`src/rtl/ecc_chk_pkg.sv`:
```
`timescale 1ns/1ps
package ecc_chk_pkg;
    typedef enum logic [1:0] {
        ST_IDLE   = 2'd0,
        ST_FIRST  = 2'd1,
        ST_SECOND = 2'd2
    } chk_state_t;

    typedef enum logic [1:0] {
        RES_CLEAN = 2'b00,
        RES_FIXED = 2'b01,
        RES_CODE  = 2'b10,
        RES_BAD   = 2'b11
    } chk_res_t;
endpackage

```
`src/rtl/ecc_chk_judge.sv`:
```
`timescale 1ns/1ps
// Stage 2: finishes the popcount and classifies the syndrome.
module ecc_chk_judge
    import ecc_chk_pkg::*;
#(
    parameter int CODE_W = 24,
    parameter int HALF_W = 11,
    parameter int GRP_W  = 8,
    parameter int BIT_W  = 3,
    localparam int NGRP   = (CODE_W + GRP_W - 1) / GRP_W,
    localparam int CNT_W  = $clog2(GRP_W + 1),
    localparam int TOT_W  = $clog2(NGRP * GRP_W + 1),
    localparam int BYTE_W = HALF_W - BIT_W,
    localparam int MASK_W = 1 << BIT_W
) (
    input  logic [2*HALF_W-1:0]   syn,
    input  logic                  quiet,
    input  logic [NGRP*CNT_W-1:0] grp_cnt,
    output chk_res_t              verdict,
    output logic [BYTE_W-1:0]     byte_idx,
    output logic [MASK_W-1:0]     flip_mask
);
    logic [TOT_W-1:0] total;
    logic             halves_ok;

    always_comb begin
        total = '0;
        for (int g = 0; g < NGRP; g++)
            total = total + TOT_W'(grp_cnt[g*CNT_W +: CNT_W]);
    end

    assign halves_ok = &(syn[HALF_W-1:0] ^ syn[2*HALF_W-1:HALF_W]);

    always_comb begin
        byte_idx  = '0;
        flip_mask = '0;
        if (quiet)
            verdict = RES_CLEAN;
        else if (total == TOT_W'(1))
            verdict = RES_CODE;
        else if (total == TOT_W'(HALF_W) && halves_ok) begin
            verdict   = RES_FIXED;
            byte_idx  = syn[HALF_W-1:BIT_W];
            flip_mask = MASK_W'(1) << syn[BIT_W-1:0];
        end else
            verdict = RES_BAD;
    end
endmodule

```
`config.mk`:
```
export PLATFORM = sky130hd
export DESIGN_NAME = ecc_chk_judge
export DESIGN_NICKNAME = d
export VERILOG_FILES = /design/src/rtl/ecc_chk_pkg.sv /design/src/rtl/ecc_chk_judge.sv
export SDC_FILE = /design/constraint.sdc
export NUM_CORES = 1
export LEC_CHECK = 0
export CAP_MARGIN = 20
export CORE_ASPECT_RATIO = 0.75
export CORE_MARGIN = 2
export CORE_UTILIZATION = 32
export DETAILED_ROUTE_END_ITERATION = 12
export PLACE_DENSITY = 0.95
export SLEW_MARGIN = 15
export SYNTH_ARGS = -nofsm -noshare
export SYNTH_HDL_FRONTEND = slang
export SYNTH_SLANG_ARGS = --single-unit
```
`constraint.sdc`:
```
create_clock -name vclk -period 2.98
set_input_delay 0.298 -clock vclk [all_inputs]
set_output_delay 0.298 -clock vclk [all_outputs]
set_load 0.02 [all_outputs]
```
==> metrics <==
critical path start-end classification primary input to output pin; pin count of the biggest net entering global routing 11; synthesized area 566.8 um2; drt initial violations 4; Min-Delay Path Class primary input to output pin; Worst Max-Slew Pin Slew 675.7 ps; Total GRT Usage 22.20%; total iterations of the first detailed-routing run 4; final wirelength 2.693 mm; combinational fraction of design power 100.0%; clk_buf instances 0; Post-Layout Cell Count 163; area of the multi-input gates 730.7 um2; worst-path maximum fanout 3; hold buffer count at cts 0; final critical-path share of the clock period 108.9%; Ys Warns 0; nets 186; Setup-failing EPs final 17; Post-Syn Nets 113; row cnt 13; RSZ-0062 raised after global routing yes; die area 2127 um2; first-pass GRT wire length 3.498 mm; Storage cell area 0 um2; Core Area 1692 um2; sequential-to-total area share from yosys stat 0%; Pleak 0.0005876 uW; CP endpoint kind output pin; Layout fillers 93; count of different cell masters after synthesis 25; n_diodes 0; min Tclk post-route 3245 ps; IO Pins 53; initial antenna violation count 0; final hold vios 0; Internal 166.2 uW; total power 316.7 uW; hpwl dp 1.736 mm; PortBufs 53; share of layout cells above drive strength 1 55.32%; initial core utilization 33.51%; power per cell area 222.0 nW/um2; Max Freq 308.2 MHz; Max Cap Viol 0; gpl congestion 0.8796; Placed Cells 152; DRT antenna net count 0; net switching power 150.5 uW; Vias/cell 5.092; peak supply drop 0.1818 mV; Slew HR 54.61%; Syn Area/Cell 8.097 um2; max-slew violation count 0; Die H 40.45 um; Critical Path RT 2680 ps; Area growth, synth to finish 151.7%; Overflow after GRT 0; commonest cells after routing, fill and taps aside buf_4 (29), clkdlybuf4s50_1 (26), xnor2_1 (9); routed vias 830; die width 52.60 um; Sequential Power Share 0%; status complete, but fails checks; violated checks setup timing; most common cell after layout, fill and taps aside buf_4; DR DRC count 0; Layout Utilization 84.32%; Finished Cell Area 1426 um2; switching share of power 47.53%; area post-placement 1192 um2; Avg WL per Cell 16.52 um; hold path depth 3; Critical Path AT 2950 ps; Worst setup SP type primary input; Seq Cell Count 0; Clock power frac 0%; final setup margin -264.7 ps; vias in the first global route 756; Syn Inst Count 70
-- cell type report --
cell class | instances | share of cell area [%]
Tap cell | 22 | 1.930
Timing Repair Buffer | 72 | 44.82
Inverter | 7 | 2.018
Multi-Input combinational cell | 62 | 51.23
-- worst max-delay path, cell delays in order --
cell,delay [ps]
buf_8,70
inv_4,30
fa_1,480
inv_2,90
ha_4,140
inv_2,30
fa_2,540
nand2_2,80
buf_4,140
nor4b_4,220
nand4_2,160
buf_6,200
buf_6,120
nor3b_2,170
buf_4,170
-- Yosys cell counts, types with 2 or more instances --
library cell	n	area share [%]
xnor2_1	10	15
nor3b_1	8	11
inv_1	7	4.6
nor3_1	7	6.2
fa_1	5	18
a21oi_1	3	2.6
ha_1	3	6.6
xor2_1	3	4.6
and4_1	2	3.1
nand2_1	2	1.3
nand2b_1	2	2.2
nand4_1	2	2.2
nor2_1	2	1.3
nor4_1	2	2.2
nor4b_1	2	3.1
-- worst paths after layout --
| check | start | to | slack, ps |
|---|---|---|---|
| setup / recovery | grp_cnt[9] | byte_idx[2] | -260 |
| hold / removal | syn[10] | byte_idx[7] | 1320 |
-- power by group through the flow --
| stage | combinational [uW] | sequential [uW] | clock (uW) |
|---|---|---|---|
| floorplan | 105 | 0 | 0 |
| global placement | 211 | 0 | 0 |
| detailed placement | 220 | 0 | 0 |
| CTS | 258 | 0 | 0 |
| global route | 334 | 0 | 0 |
| finish | 317 | 0 | 0 |
-- cell families after synthesis --
group                    after synthesis  synth area share [%]
adder cells (fa/ha/maj)                8                 24.28
buffers and inverters                  8                 5.519
AO/OA/AOI/OAI                          4                 3.973
multiplexers                           1                 1.766
XOR/XNOR                              13                 20.09
AND/OR/NAND/NOR                       36                 44.37
-- timing repair --
| item | CTS | global route |
|---|---|---|
| setup endpoints to repair | 18 | 18 |
| gates resized for setup | 144 | 35 |
| buffers inserted | 8 | 3 |
| pin swaps | 20 | 11 |
-- through the flow --
step                      TNS [ps]  hold slack, ps  setup slack (ps)
after floorplan             -270.4           648.3            -33.79
after detailed placement    -17020            1692             -1055
after CTS                    -1439            1315            -232.9
after global placement      -15740            1691            -927.3
after global routing         -4655            1350            -345.9
final                        -3359            1323            -264.7
-- metal layers --
layer | track usage (%) | vias up | share of wire [%]
li1 | - | 393 | -
met1 | 27.21 | 394 | 37
met2 | 45.63 | 37 | 57
met3 | 0 | 6 | 4.8
met4 | 2.564 | 0 | 1.3
met5 | 0 | - | 0
Power figures use the tool's default switching activity.
